### src/rtl/swb_pkg.sv
package swb_pkg;
  typedef enum logic [1:0] {
    SWB_OP_IDLE = 2'b00,
    SWB_OP_POP  = 2'b01,
    SWB_OP_PUSH = 2'b10,
    SWB_OP_BOTH = 2'b11
  } swb_op_e;
endpackage

### src/rtl/swb_match.sv
module swb_match #(
  parameter int unsigned AW    = 32,
  parameter int unsigned DEPTH = 4,
  localparam int unsigned PW   = $clog2(DEPTH)
) (
  input  logic [AW-1:0]             key,
  input  logic [DEPTH-1:0][AW-1:0]  tags,
  input  logic [DEPTH-1:0]          vld,
  output logic [DEPTH-1:0]          hit,
  output logic                      any,
  output logic [PW-1:0]             idx
);
  for (genvar i = 0; i < DEPTH; i++) begin : g_cmp
    assign hit[i] = vld[i] && (tags[i] == key);
  end

  assign any = |hit;

  always_comb begin
    idx = '0;
    for (int i = 0; i < DEPTH; i++) begin
      if (hit[i]) idx = idx | PW'(i);
    end
  end
endmodule

### src/rtl/swb_queue_ctl.sv
module swb_queue_ctl
  import swb_pkg::*;
#(
  parameter int unsigned DEPTH = 4,
  localparam int unsigned PW   = $clog2(DEPTH),
  localparam int unsigned CW   = $clog2(DEPTH + 1)
) (
  input  logic          clk,
  input  logic          rst,
  input  logic          push_new,
  input  logic          pop,
  output logic [PW-1:0] head_ptr,
  output logic [PW-1:0] tail_ptr,
  output logic [CW-1:0] count,
  output logic          empty,
  output logic          full
);
  swb_op_e op;

  assign op    = swb_op_e'({push_new, pop});
  assign empty = (count == '0);
  assign full  = (count == CW'(DEPTH));

  always_ff @(posedge clk) begin
    if (rst) begin
      head_ptr <= '0;
      tail_ptr <= '0;
      count    <= '0;
    end else begin
      case (op)
        SWB_OP_PUSH: begin
          tail_ptr <= tail_ptr + 1'b1;
          count    <= count + 1'b1;
        end
        SWB_OP_POP: begin
          head_ptr <= head_ptr + 1'b1;
          count    <= count - 1'b1;
        end
        SWB_OP_BOTH: begin
          tail_ptr <= tail_ptr + 1'b1;
          head_ptr <= head_ptr + 1'b1;
        end
        default: ;
      endcase
    end
  end

  AST_NO_OVERFLOW: assert property (@(posedge clk) disable iff (rst)
    full && push_new |-> pop);
  AST_FULL_HOLDS: assert property (@(posedge clk) disable iff (rst)
    full && !pop |=> full);
  AST_POP_DEC: assert property (@(posedge clk) disable iff (rst)
    pop && !push_new |=> count == $past(count) - 1'b1);
  AST_EMPTY_FALLS: assert property (@(posedge clk) disable iff (rst)
    push_new |=> !empty);
  AST_BOTH_KEEPS: assert property (@(posedge clk) disable iff (rst)
    push_new && pop |=> $stable(count));
  AST_POP_EMPTY: assert property (@(posedge clk) disable iff (rst)
    empty && !push_new |=> empty);
endmodule

### src/rtl/swb_lookup.sv
module swb_lookup #(
  parameter int unsigned AW    = 32,
  parameter int unsigned DW    = 32,
  parameter int unsigned DEPTH = 4,
  localparam int unsigned PW   = $clog2(DEPTH)
) (
  input  logic                      clk,
  input  logic                      rst,
  input  logic                      rd_en,
  input  logic [AW-1:0]             rd_addr,
  input  logic [DEPTH-1:0][AW-1:0]  tags,
  input  logic [DEPTH-1:0][DW-1:0]  words,
  input  logic [DEPTH-1:0]          vld,
  output logic [DW-1:0]             rd_data,
  output logic                      rd_miss
);
  logic [DEPTH-1:0] hit;
  logic             any;
  logic [PW-1:0]    idx;

  swb_match #(.AW(AW), .DEPTH(DEPTH)) u_rd_match (
    .key(rd_addr), .tags(tags), .vld(vld),
    .hit(hit), .any(any), .idx(idx)
  );

  always_ff @(posedge clk) begin
    if (rst) begin
      rd_data <= '0;
      rd_miss <= 1'b1;
    end else if (rd_en) begin
      rd_data <= any ? words[idx] : '0;
      rd_miss <= !any;
    end
  end

  AST_LOOKUP_MISS: assert property (@(posedge clk) disable iff (rst)
    rd_en && !any |=> rd_miss);
  AST_LOOKUP_HOLD: assert property (@(posedge clk) disable iff (rst)
    !rd_en |=> $stable(rd_miss) && $stable(rd_data));
endmodule

### src/rtl/swb_store_buffer.sv
module swb_store_buffer #(
  parameter int unsigned AW    = 32,
  parameter int unsigned DW    = 32,
  parameter int unsigned DEPTH = 4,
  localparam int unsigned PW   = $clog2(DEPTH),
  localparam int unsigned CW   = $clog2(DEPTH + 1)
) (
  input  logic          clk,
  input  logic          rst,
  input  logic          st_valid,
  output logic          st_ready,
  input  logic [AW-1:0] st_addr,
  input  logic [DW-1:0] st_data,
  output logic          hd_valid,
  input  logic          hd_ready,
  output logic [AW-1:0] hd_addr,
  output logic [DW-1:0] hd_data,
  input  logic          rd_en,
  input  logic [AW-1:0] rd_addr,
  output logic [DW-1:0] rd_data,
  output logic          rd_miss,
  output logic          empty,
  output logic          full
);
  logic [DEPTH-1:0][AW-1:0] addr_q;
  logic [DEPTH-1:0][DW-1:0] data_q;
  logic [DEPTH-1:0]         slot_vld;
  logic [DEPTH-1:0]         leave_mask;
  logic [DEPTH-1:0]         wr_hit;
  logic                     wr_any;
  logic [PW-1:0]            wr_idx;
  logic [PW-1:0]            head_ptr;
  logic [PW-1:0]            tail_ptr;
  logic [CW-1:0]            count;
  logic                     pop;
  logic                     accept;
  logic                     push_new;

  for (genvar i = 0; i < DEPTH; i++) begin : g_slot
    logic [PW-1:0] offset;
    assign offset        = PW'(i) - head_ptr;
    assign slot_vld[i]   = CW'(offset) < count;
    assign leave_mask[i] = pop && (head_ptr == PW'(i));
  end

  assign pop = hd_ready && !empty;

  // The entry leaving this edge must not absorb a new store.
  swb_match #(.AW(AW), .DEPTH(DEPTH)) u_wr_match (
    .key(st_addr), .tags(addr_q), .vld(slot_vld & ~leave_mask),
    .hit(wr_hit), .any(wr_any), .idx(wr_idx)
  );

  assign st_ready = !full || wr_any || pop;
  assign accept   = st_valid && st_ready;
  assign push_new = accept && !wr_any;

  swb_queue_ctl #(.DEPTH(DEPTH)) u_ctl (
    .clk(clk), .rst(rst), .push_new(push_new), .pop(pop),
    .head_ptr(head_ptr), .tail_ptr(tail_ptr), .count(count),
    .empty(empty), .full(full)
  );

  always_ff @(posedge clk) begin
    if (rst) begin
      addr_q <= '0;
      data_q <= '0;
    end else if (push_new) begin
      addr_q[tail_ptr] <= st_addr;
      data_q[tail_ptr] <= st_data;
    end else if (accept) begin
      data_q[wr_idx] <= st_data;
    end
  end

  swb_lookup #(.AW(AW), .DW(DW), .DEPTH(DEPTH)) u_lookup (
    .clk(clk), .rst(rst), .rd_en(rd_en), .rd_addr(rd_addr),
    .tags(addr_q), .words(data_q), .vld(slot_vld),
    .rd_data(rd_data), .rd_miss(rd_miss)
  );

  assign hd_valid = !empty;
  assign hd_addr  = addr_q[head_ptr];
  assign hd_data  = data_q[head_ptr];

  AST_UNIQUE_ADDR: assert property (@(posedge clk) disable iff (rst)
    $onehot0(wr_hit));
  AST_MERGE_KEEPS_SLOTS: assert property (@(posedge clk) disable iff (rst)
    accept && wr_any && !pop |=> $stable(slot_vld));
  AST_MATCH_READY: assert property (@(posedge clk) disable iff (rst)
    st_valid && wr_any |-> st_ready);
  AST_HEAD_STABLE: assert property (@(posedge clk) disable iff (rst)
    hd_valid && !pop |=> hd_valid && $stable(hd_addr));
endmodule

### config.mk
export PLATFORM = sky130hd
export DESIGN_NAME = swb_store_buffer
export DESIGN_NICKNAME = d
export VERILOG_FILES = /design/src/rtl/swb_pkg.sv /design/src/rtl/swb_match.sv /design/src/rtl/swb_queue_ctl.sv /design/src/rtl/swb_lookup.sv /design/src/rtl/swb_store_buffer.sv
export SDC_FILE = /design/constraint.sdc
export NUM_CORES = 1
export LEC_CHECK = 0
export CORE_UTILIZATION = 36
export DETAILED_ROUTE_END_ITERATION = 8
export GPL_ROUTABILITY_DRIVEN = 0
export SLEW_MARGIN = 5
export SYNTH_ARGS = -nofsm -noshare
export SYNTH_HDL_FRONTEND = slang
export SYNTH_HIERARCHICAL = 1
export SYNTH_SLANG_ARGS = --single-unit
### constraint.sdc
create_clock -name clk -period 14.4 [get_ports clk]
set_input_delay 2.16 -clock clk [delete_from_list [all_inputs] [get_ports clk]]
set_output_delay 2.16 -clock clk [all_outputs]
set_load 0.03 [all_outputs]
Word-level counts from Yosys, hierarchy flattened
Cells that the tools add are included.

Add/subtract/negate cells: 8. $lt $le $gt $ge: 10. Eq/ne operators: 15. Mux-type cells: 23. Bitwise operators: 2. Reduce and logical (&&, ||, !) cells: 31.

Operator list (count): bitwise mux 128 bit (3); equality test 32 bit (8); two-way mux 128 bit (2); binary-select mux 32 bit (select 2 bit) (3); two-way mux 32 bit (6); demux 32 bit (select 2 bit) (2); logical AND 1 bit (17); less-than comparator 2 x 3 -> 1 bit (4); less-than comparator 2 x 3 -> 1 bit, second input constant (4); equality test 2 bit, second input constant (4); two-way mux 2 bit (4); OR reduction 4 bit (2); one-hot mux 3 bit (2 select lines) (1); adder 2 x 1 -> 2 bit, second input constant (2); bitwise AND 4 bit (1); equality test 2 x 1 -> 1 bit, second input constant (2); >= comparator 2 x 1 -> 1 bit, second input constant (2); zero test 1 bit (4); inverter 4 bit (1); nonzero test 2 bit (2); OR reduction 2 bit (2); subtractor 1 x 2 -> 2 bit, first input constant (2); subtractor 2 bit, first input constant (2); adder 3 x 1 -> 3 bit, second input constant (1); other kinds (6) (8).

Register bits: 296. Input port bits: 101. Output and inout port bits: 101. Word-level logic and storage cells: 102.

Logic depth before layout (Yosys ltp)
Gate-level depths: netlist of the first run.

Depth in word-level cells: 17. Gate-level depth with buffers: 22. Gate-level depth less buffers: 19.

Hierarchy
The synthesis of the first run kept the hierarchy.

Modules (own cells, without submodules): swb_store_buffer (times used 1, cells an instance 1130, area each 11209.5 um2, seq. area each 5124.9 um2); swb_match (times used 2, cells an instance 188, area each 1468.9 um2, seq. area each 0.0 um2); swb_lookup (times used 1, cells an instance 184, area each 1924.3 um2, seq. area each 660.6 um2); swb_queue_ctl (times used 1, cells an instance 37, area each 337.8 um2, seq. area each 140.1 um2).

Least setup slack after synthesis of the first run
OpenSTA, ideal clock, no wires.

Path kind: input -> output. From: in hd_ready. To: out st_ready. Arrival: 3.714 ns. Data required time: 12.240 ns. Setup slack: 8.526 ns. Cell stages on the path: 8. Cell sequence: nand2b_1 buf_2 inv_1 a21boi_0 nand2_1 or4_1 nand4_1 or3_1.

Longest elaborated chain between the ends: 8. Elaborated cells between the ends (all ways): 14. Those cells by class: bitwise: 2; reduce/logical: 12.

RTL lines: start, declared (line swb_store_buffer.sv:15) `input logic hd_ready,`; logical AND 1 bit (*) (line swb_store_buffer.sv:46) `assign pop = hd_ready && !empty;`; via pop (line swb_store_buffer.sv:35) `logic pop;`; logical AND 1 bit (line swb_store_buffer.sv:43) `assign leave_mask[i] = pop && (head_ptr == PW'(i));`; inverter 4 bit (*) (line swb_store_buffer.sv:50) `.key(st_addr), .tags(addr_q), .vld(slot_vld & ~leave_mask),`; bitwise AND 4 bit (*) (line swb_store_buffer.sv:50); logical AND 1 bit (line swb_match.sv:14) `assign hit[i] = vld[i] && (tags[i] == key);`; OR reduction 4 bit (*) (line swb_match.sv:17) `assign any = |hit;`; via wr_any (line swb_store_buffer.sv:30) `logic wr_any;`; logical OR 1 bit (*) (2 in series) (line swb_store_buffer.sv:54) `assign st_ready = !full || wr_any || pop;`; end, declared (line swb_store_buffer.sv:11) `output logic st_ready,`.

The timed path passes the listed nets; every way through them passes the cells marked *.

Final worst setup path of the first run
From: in st_addr[26]. To: out st_ready.

Longest elaborated chain between the ends: 5. Elaborated cells between the ends (all ways): 11. Those cells by class: eq/ne: 4; reduce/logical: 7.

RTL lines: start, declared (line swb_store_buffer.sv:12) `input logic [AW-1:0] st_addr,`; equality test 32 bit (line swb_match.sv:14); logical AND 1 bit (line swb_match.sv:14); OR reduction 4 bit (*) (line swb_match.sv:17); via wr_any (line swb_store_buffer.sv:30); logical OR 1 bit (*) (2 in series) (line swb_store_buffer.sv:54).

Marked as above.

==> results.sh, run 1 <==
export IMPL_fin_crit_sh=0.525
export IMPL_rsz0062_at_grt="false"
export IMPL_design_core_area_um2=44500
export IMPL_drv_slew=0
export IMPL_wire_per_inst_um=22.2
export IMPL_drv_cap=0
export IMPL_nets=1975
export IMPL_reg2reg_depth=14
export IMPL_start_kind="input port"
export IMPL_status="complete, no violations"
export IMPL_power_internal_uw=1860
export IMPL_pin_count=202
export IMPL_syn_inst=1719
export IMPL_die_area_um2=46400
export IMPL_min_period_ps=7560
export IMPL_final_area_um2=20000
export IMPL_syn_num_nets=1832
export IMPL_cp_max_fo=8
export IMPL_slew_headroom=0.293
export IMPL_regArea_um2=5930
export IMPL_reg2reg_slack_ps=9340
export IMPL_clk_latency_ps=550
export IMPL_multi_input_area_um2=9950
export IMPL_post_cts_resized=0
export IMPL_arrival_ps=5400
export IMPL_r2r_start="u_ctl/head_ptr[0]"
export IMPL_yosys_warnings=6
export IMPL_endpoint_kind="output pin"
export IMPL_die_x_um=215
export IMPL_r2r_end="data_q[83]"
export IMPL_crit_required_ps=12240
export IMPL_vias=13600
export IMPL_numCtsBuffers=36
export IMPL_syn2layout_area_growth_pct=22.4
export IMPL_drt_iter0_markers=1180
export IMPL_clock_fmax_mhz=132
export IMPL_start_util=0.368
export IMPL_setup_viol=0
export IMPL_synth_area_um2=16400
export IMPL_pwr_share_comb=0.314
export IMPL_worstHoldEndpoint="u_lookup/rd_data[15]"
export IMPL_path_clk_slew_ps=60
export IMPL_route_detailed_drc=0
export IMPL_clk_path_buf_depth=3
export IMPL_dp_hpwl_um=36700
export IMPL_insertedDiodeCount=0
export IMPL_powerDensity_nw_per_um2=143
export IMPL_p_clk_frac=0.332
export IMPL_min_delay_path_class="reg -> reg"
export IMPL_p_sw_frac=0.351
export IMPL_overflow=0
export IMPL_finClkSkew_ps=19.9
export IMPL_clock_sinks=296
export IMPL_std_cell_rows=77
export IMPL_cp_startpoint="st_addr[26]"
export IMPL_vias_per_cell=5.47
export IMPL_post_dp_cell_area_um2=18800
export IMPL_htreeDepth=2
export IMPL_p_switching_uw=1000
export IMPL_cts_tree="done"
export IMPL_dp_worst_setup_slack_ps=6920
export IMPL_grt_usage=0.234
export IMPL_grt_pass1_vias=13200
export IMPL_drive_gt1_frac=0.0869
export IMPL_cts_hold_buf=0
export IMPL_irDropWorstVdd_v=0.0000790
export IMPL_path_class="in -> out"
export IMPL_hold_viol=0
export IMPL_antenna_found_initial=2
export IMPL_drt_antenna_violating_nets=0
export IMPL_min_delay_start="u_lookup/rd_data[15]"
export IMPL_holdWs_ps=453
export IMPL_grt_first_pass_wirelength_um=83100
export IMPL_wl_um=55000
export IMPL_power_leakage_uw=0.00740
export IMPL_grt_max_degree=128
export IMPL_hold_depth=1
export IMPL_layout_setup_ws_ps=6840
export IMPL_power_total_uw=2860
export IMPL_drtPass1Iterations=6
export IMPL_p_seq_frac=0.354
export IMPL_avgSynthCellArea_um2=9.53
export IMPL_fp_dieH_um=215
export IMPL_portBuffers=201
export IMPL_fin_setup_tns_ps=0
export IMPL_nFillCells=4249
export IMPL_worst_pin_slew_ps=1060
export IMPL_cts_setup_buffers=0
export IMPL_clk_root_buffer_cell="clkbuf_16"
==> layout make-up <==
type / count / share of cell area
multi-input combinational: 1297 / 0.497
sequential: 296 / 0.296
timing repair buffer: 218 / 0.107
clock buffer: 50 / 0.0531
tap: 592 / 0.0370
clock inverter: 14 / 0.00805
inverter: 13 / 0.00243
==> power by group through the flow <==
stage	Combinational [uW]	Clock (uW)	Sequential (uW)
final	901	950	1010
after global routing	956	999	1030
after CTS	899	967	1010
after detailed placement	893	0	1030
after global placement	887	0	1030
after floorplan	606	0	981
==> through the flow <==
step,cells,util
2_1_floorplan,1719,-
3_3_place_gp,2416,0.423
3_5_place_dp,2416,0.423
4_1_cts,2480,0.450
5_1_grt,2480,0.450
6_report,2480,0.450
==> cell usage in the layout, fill, tap and decap left out, types with 3 or more instances in the layout <==
| cell type | n |
|---|---|
| clkdlybuf4s50_1 | 200 |
| clkbuf_8 | 9 |
| a21boi_0 | 4 |
| xor2_1 | 82 |
| mux2i_1 | 192 |
| buf_4 | 17 |
| nand4_1 | 40 |
| clkbuf_16 | 37 |
| o22ai_1 | 32 |
| dfxtp_1 | 294 |
| clkbuf_1 | 4 |
| or2_2 | 3 |
| bufinv_16 | 3 |
| nor3_1 | 12 |
| nor3b_1 | 3 |
| and3_1 | 7 |
| nand2_1 | 265 |
| inv_1 | 13 |
| nand3_1 | 14 |
| nor4_1 | 24 |
| xnor2_1 | 178 |
| a21oi_1 | 135 |
| nor2_1 | 6 |
| o21ai_0 | 4 |
| nand2b_1 | 164 |
| a21o_1 | 32 |
| ha_1 | 11 |
| clkinv_2 | 6 |
| mux4_2 | 64 |
==> critical path, cell delays in order <==
cell and delay, ps:
clkdlybuf4s50_1 700, xor2_1 220, nor4_1 430, nand4_1 190, or4_1 550, nand4_1 280
or3_1 180, clkdlybuf4s50_1 670
==> state kept, by name, indices dropped and copies added, names as in the netlist <==
register / count
u_ctl/head_ptr: 2
data_q: 128
u_lookup/rd_data: 32
addr_q: 128
u_ctl/tail_ptr: 2
u_ctl/count: 3
u_lookup/rd_miss: 1
==> routing by layer <==
metal  part of all wire  global-route usage  vias up  wire (um)
met1               0.45               0.326     6647      24500
met4              0.025              0.0766        4       1360
met5            0.00049                   0        -         27
met3              0.087              0.0534       89       4810
li1                   -                   -     6225          -
met2               0.44               0.354      591      24200
==> worst max-delay path by stage <==
stage | depth (start not counted) | slack [ps] | endpoint
6_report | 8 | 6840 | st_ready
5_1_grt | 9 | 6750 | st_ready
4_1_cts | 8 | 6920 | st_ready
3_5_place_dp | 8 | 6920 | st_ready
3_3_place_gp | 8 | 6930 | st_ready
2_1_floorplan | 8 | 8560 | st_ready
(Power assumes the default switching activity.)
==> run 2, diff against run 1 <==
Clock period 14.4 ns to 6.39 ns, I/O delays scaled along.
==> run 2 against run 1 <==
Count of clock-buffer cells in the layout is 1 lower. Sequential share of layout area is 0.22 points higher. Flip-flop and latch count stayed put. Total power is 120% higher. Non-clock buffer count is 4 higher. Setup slack worse by 5800 ps. Critical endpoint unchanged. Largest power group unchanged.
==> results.sh, run 2 (synthesis results as in run 1) <==
export IMPL_route_detailed_drc=0
export IMPL_final_common_cell="dfxtp_1"
export IMPL_syn2layout_area_growth_pct=21.5
export IMPL_start_util=0.368
export IMPL_pin_count=202
export IMPL_clock_fmax_mhz=189
export IMPL_cts_tree="done"
export IMPL_fin_setup_tns_ps=0
export IMPL_die_x_um=215
export IMPL_post_cts_resized=0
export IMPL_final_cell_mix="dfxtp_1, nand2_1, clkdlybuf4s50_1"
export IMPL_power_total_uw=6230
export IMPL_dp_cells=2420
export IMPL_reg2reg_slack_ps=1440
export IMPL_worst_pin_slew_ps=1210
export IMPL_rsz0062_at_grt="false"
export IMPL_endpoint_kind="output pin"
export IMPL_drtPass1Iterations=7
export IMPL_arrival_ps=4350
export IMPL_critPathSlowestCell="dfxtp_4"
export IMPL_grt_pass1_vias=13300
export IMPL_setup_viol=0
export IMPL_overflow=0
export IMPL_drt_antenna_violating_nets=0
export IMPL_insertedDiodeCount=0
export IMPL_antenna_found_initial=2
export IMPL_min_delay_path_class="reg -> reg"
export IMPL_grt_first_pass_wirelength_um=82600
export IMPL_start_kind="flip-flop"
export IMPL_fp_dieH_um=215
export IMPL_fin_crit_sh=0.830
export IMPL_slew_headroom=0.190
export IMPL_final_cell_count_no_fill=2476
export IMPL_grt_usage=0.233
export IMPL_status="complete, no violations"
export IMPL_vias=13500
export IMPL_vias_per_cell=5.46
export IMPL_slowest_delay_ps=770
export IMPL_wl_um=55100
export IMPL_path_class="reg -> out"
export IMPL_cts_setup_buffers=0
export IMPL_grt_max_degree=130
export IMPL_wire_per_inst_um=22.3
export IMPL_power_leakage_uw=0.00733
export IMPL_htreeDepth=2
export IMPL_powerDensity_nw_per_um2=313
export IMPL_cp_max_fo=35
export IMPL_numCtsBuffers=35
export IMPL_drv_slew=0
export IMPL_dp_hpwl_um=36900
export IMPL_utilization=0.447
export IMPL_crit_required_ps=5430
export IMPL_min_period_ps=5300
export IMPL_clk_path_buf_depth=3
export IMPL_clk_root_buffer_cell="clkbuf_16"
export IMPL_design_core_area_um2=44500
export IMPL_crit_chain="inv_1 -> ha_1 -> inv_1 -> ha_1 -> a21oi_1 -> or2_2 -> a21boi_0 -> and3_1 -> nand3_1 -> nand4_1 -> or3_1 -> clkdlybuf4s50_1"
export IMPL_die_area_um2=46400
export IMPL_largest_registers="addr_q (128), data_q (128), u_lookup/rd_data (32)"
export IMPL_clk_latency_ps=550
export IMPL_cts_hold_buf=0
export IMPL_irDropWorstVdd_v=0.000243
export IMPL_nets=1978
export IMPL_finClkSkew_ps=23.7
export IMPL_portBuffers=201
export IMPL_hold_viol=0
export IMPL_drive_gt1_frac=0.0812
export IMPL_path_clk_slew_ps=60
export IMPL_clock_sinks=296
export IMPL_std_cell_rows=77
export IMPL_drv_cap=0
export IMPL_drt_iter0_markers=1045
[run 2: final timing paths]
check | startpoint | to | cells after the start
min reg2reg | u_lookup/rd_data[13] | u_lookup/rd_data[13] | 1
max reg2reg | u_ctl/head_ptr[1] | u_ctl/count[2] | 18
min | u_lookup/rd_data[13] | u_lookup/rd_data[13] | 1
max | u_ctl/head_ptr[1] | st_ready | 12
[run 2: critical path: cells and delay by family (launching register included)]
kind | cells | cell delay, ps
AOI/OAI and AO/OA | 2 | 190
adders and majority gates | 2 | 600
buffers and inverters | 3 | 840
DFF | 1 | 770
and+or+nand+nor | 5 | 1380
[run 2: metrics by stage]
step / hold slack, ps / worst slack [ps] / cell area (um^2)
after floorplan: 462 / 1850 / 16400
after global placement: 435 / 1120 / 18800
after detailed placement: 438 / 1010 / 18800
after CTS: 452 / 1050 / 19900
after global routing: 476 / 851 / 19900
final: 448 / 1090 / 19900
[run 2: final cells by class]
| class | count | area, um^2 |
|---|---|---|
| inverter | 13 | 48.8 |
| fill | 4305 | 24600 |
| timing repair buffer | 222 | 2170 |
| multi-input combinational | 1297 | 9950 |
| clock inverter | 7 | 82.6 |
| clock buffer | 49 | 968 |
| sequential | 296 | 5930 |
| tap | 592 | 741 |
[run 2: per-layer routing]
| metal | vias to the layer above | global-route usage | routed length, um |
|---|---|---|---|
| met5 | - | 0 | 13 |
| met4 | 2 | 0.0740 | 1510 |
| met3 | 94 | 0.0616 | 4860 |
| met2 | 540 | 0.354 | 24500 |
| met1 | 6650 | 0.320 | 24200 |
| li1 | 6229 | - | - |
[run 2: power breakdown]
part / total (uW) / internal [uW] / switching [uW]
Combinational: 2090 / 877 / 1210
Clock: 1890 / 1090 / 794
Sequential: 2250 / 2030 / 220
Total: 6230 / 4000 / 2220
==> run 3, diff against run 2 <==
Clock period 6.39 ns to 4.4 ns, I/O delays scaled along.
==> run 3 against run 2 <==
Highest routed layer unchanged. Largest cell class unchanged. Register-to-register slack worse by 830 ps. Cell area is 3.0% higher. Via count is 0.84% higher. Total power is 51% higher. Worst hold slack hardly changed. Final cell count is 1.9% higher. Clock power is 60% higher.
==> results.sh, run 3 (synthesis results as in run 1) <==
export IMPL_status="complete, no violations"
export IMPL_crit_required_ps=3740
export IMPL_vias=13600
export IMPL_cts_setup_buffers=0
export IMPL_grt_max_degree=120
export IMPL_antenna_found_initial=8
export IMPL_p_seq_frac=0.344
export IMPL_p_sw_frac=0.349
export IMPL_htreeDepth=2
export IMPL_powerDensity_nw_per_um2=460
export IMPL_drive_gt1_frac=0.105
export IMPL_dp_cells=2457
export IMPL_reg2reg_slack_ps=610
export IMPL_grt_usage=0.232
export IMPL_fin_setup_tns_ps=0
export IMPL_min_delay_start="u_lookup/rd_data[5]"
export IMPL_drt_antenna_violating_nets=0
export IMPL_dp_hpwl_um=37300
export IMPL_clk_path_buf_depth=3
export IMPL_numCtsBuffers=36
export IMPL_die_area_um2=46400
export IMPL_min_delay_path_class="reg -> reg"
export IMPL_fin_crit_sh=0.910
export IMPL_die_x_um=215
export IMPL_slew_headroom=0.506
export IMPL_p_clk_frac=0.322
export IMPL_nets=2016
export IMPL_largest_registers="addr_q (128), data_q (128), u_lookup/rd_data (32)"
export IMPL_hold_viol=0
export IMPL_multi_input_area_um2=9950
export IMPL_final_area_um2=20500
export IMPL_reg2reg_depth=18
export IMPL_nFillCells=4257
export IMPL_rsz0062_at_grt="false"
export IMPL_route_detailed_drc=0
export IMPL_final_cell_mix="dfxtp_1, nand2_1, clkdlybuf4s50_1"
export IMPL_post_cts_resized=0
export IMPL_setup_viol=0
export IMPL_cts_tree="done"
export IMPL_start_util=0.368
export IMPL_design_core_area_um2=44500
export IMPL_utilization=0.461
export IMPL_clk_latency_ps=550
export IMPL_clock_sinks=296
export IMPL_p_switching_uw=3290
export IMPL_drt_iter0_markers=1181
export IMPL_clk_root_buffer_cell="clkbuf_16"
export IMPL_drtPass1Iterations=5
export IMPL_portBuffers=201
export IMPL_std_cell_rows=77
export IMPL_power_internal_uw=6130
export IMPL_arrival_ps=3350
export IMPL_pwr_share_comb=0.334
export IMPL_path_clk_slew_ps=60
export IMPL_final_cell_count_no_fill=2523
export IMPL_wl_um=55300
export IMPL_overflow=0
export IMPL_power_leakage_uw=0.00767
export IMPL_irDropWorstVdd_v=0.000312
export IMPL_endpoint_kind="output pin"
export IMPL_path_class="reg -> out"
export IMPL_min_period_ps=4010
export IMPL_start_kind="flip-flop"
export IMPL_r2r_end="u_ctl/count[2]"
export IMPL_regArea_um2=5930
export IMPL_clock_fmax_mhz=250
export IMPL_grt_first_pass_wirelength_um=82100
export IMPL_finClkSkew_ps=33.2
export IMPL_cts_hold_buf=0
export IMPL_syn2layout_area_growth_pct=25.2
export IMPL_power_total_uw=9430
export IMPL_fp_dieH_um=215
export IMPL_drv_cap=0
export IMPL_final_common_cell="dfxtp_1"
export IMPL_wire_per_inst_um=21.9
export IMPL_post_dp_cell_area_um2=19300
export IMPL_grt_pass1_vias=13200
export IMPL_cp_max_fo=42
export IMPL_worstHoldEndpoint="u_lookup/rd_data[5]"
export IMPL_drv_slew=0
export IMPL_hold_depth=1
export IMPL_worst_pin_slew_ps=741
export IMPL_pin_count=202
export IMPL_vias_per_cell=5.40
export IMPL_r2r_start="u_ctl/head_ptr[1]"
-- run 3: cell count changes in the layout (fill, tap and decap cells not counted), moves of 2 or more --
| cell | delta |
|---|---|
| a2111o_1 | +2 |
| a2111o_2 | -2 |
| buf_12 | +13 |
| buf_4 | +24 |
| clkbuf_1 | -7 |
| clkbuf_16 | +3 |
| clkbuf_8 | +5 |
| clkinv_2 | +5 |
| diode_2 | +4 |
-- run 3: area by class of cell --
class / instances / share of cell area
multi-input combinational: 1297 / 0.485
sequential: 296 / 0.289
timing repair buffer: 259 / 0.127
clock buffer: 50 / 0.0530
tap: 592 / 0.0361
clock inverter: 12 / 0.00592
inverter: 13 / 0.00238
antenna: 4 / 0.000488
-- run 3: critical path, stage by stage, from the launching register on --
cell,delay (ps)
dfxtp_4,350
buf_6,500
buf_4,650
mux4_2,610
clkdlybuf4s50_1,650
-- run 3: per-layer routing --
metal | share of wire | wire length, um | vias up | track usage
met3 | 0.084 | 4630 | 123 | 0.0582
met1 | 0.42 | 23300 | 6625 | 0.305
met5 | 0.0011 | 59 | - | 0
met2 | 0.46 | 25200 | 559 | 0.361
met4 | 0.039 | 2150 | 8 | 0.101
li1 | - | - | 6313 | -
-- run 3: worst max path at each step --
stage,endpoint,startpoint,depth (start not counted),slack [ps]
2_1_floorplan,u_ctl/count[2],u_ctl/head_ptr[0],21,30
5_1_grt,hd_data[11],u_ctl/head_ptr[0],4,220
3_5_place_dp,u_ctl/count[2],st_addr[26],15,130
3_3_place_gp,u_ctl/count[2],st_addr[26],15,130
6_report,hd_data[10],u_ctl/head_ptr[0],4,390
4_1_cts,hd_data[11],u_ctl/head_ptr[0],4,80
-- run 3: stage by stage --
step	setup WS [ps]	hold slack (ps)
after floorplan	27.7	462
after global placement	132	433
after detailed placement	130	439
after CTS	78.8	453
after global routing	215	464
final	394	448
-- run 3: power by group through the flow --
stage / Sequential (uW) / Combinational [uW] / Clock (uW)
CTS: 3230 / 3150 / 3110
floorplan: 3210 / 1980 / 0
finish: 3240 / 3150 / 3030
global placement: 3270 / 3110 / 0
global route: 3270 / 3330 / 3210
detailed placement: 3290 / 3130 / 0
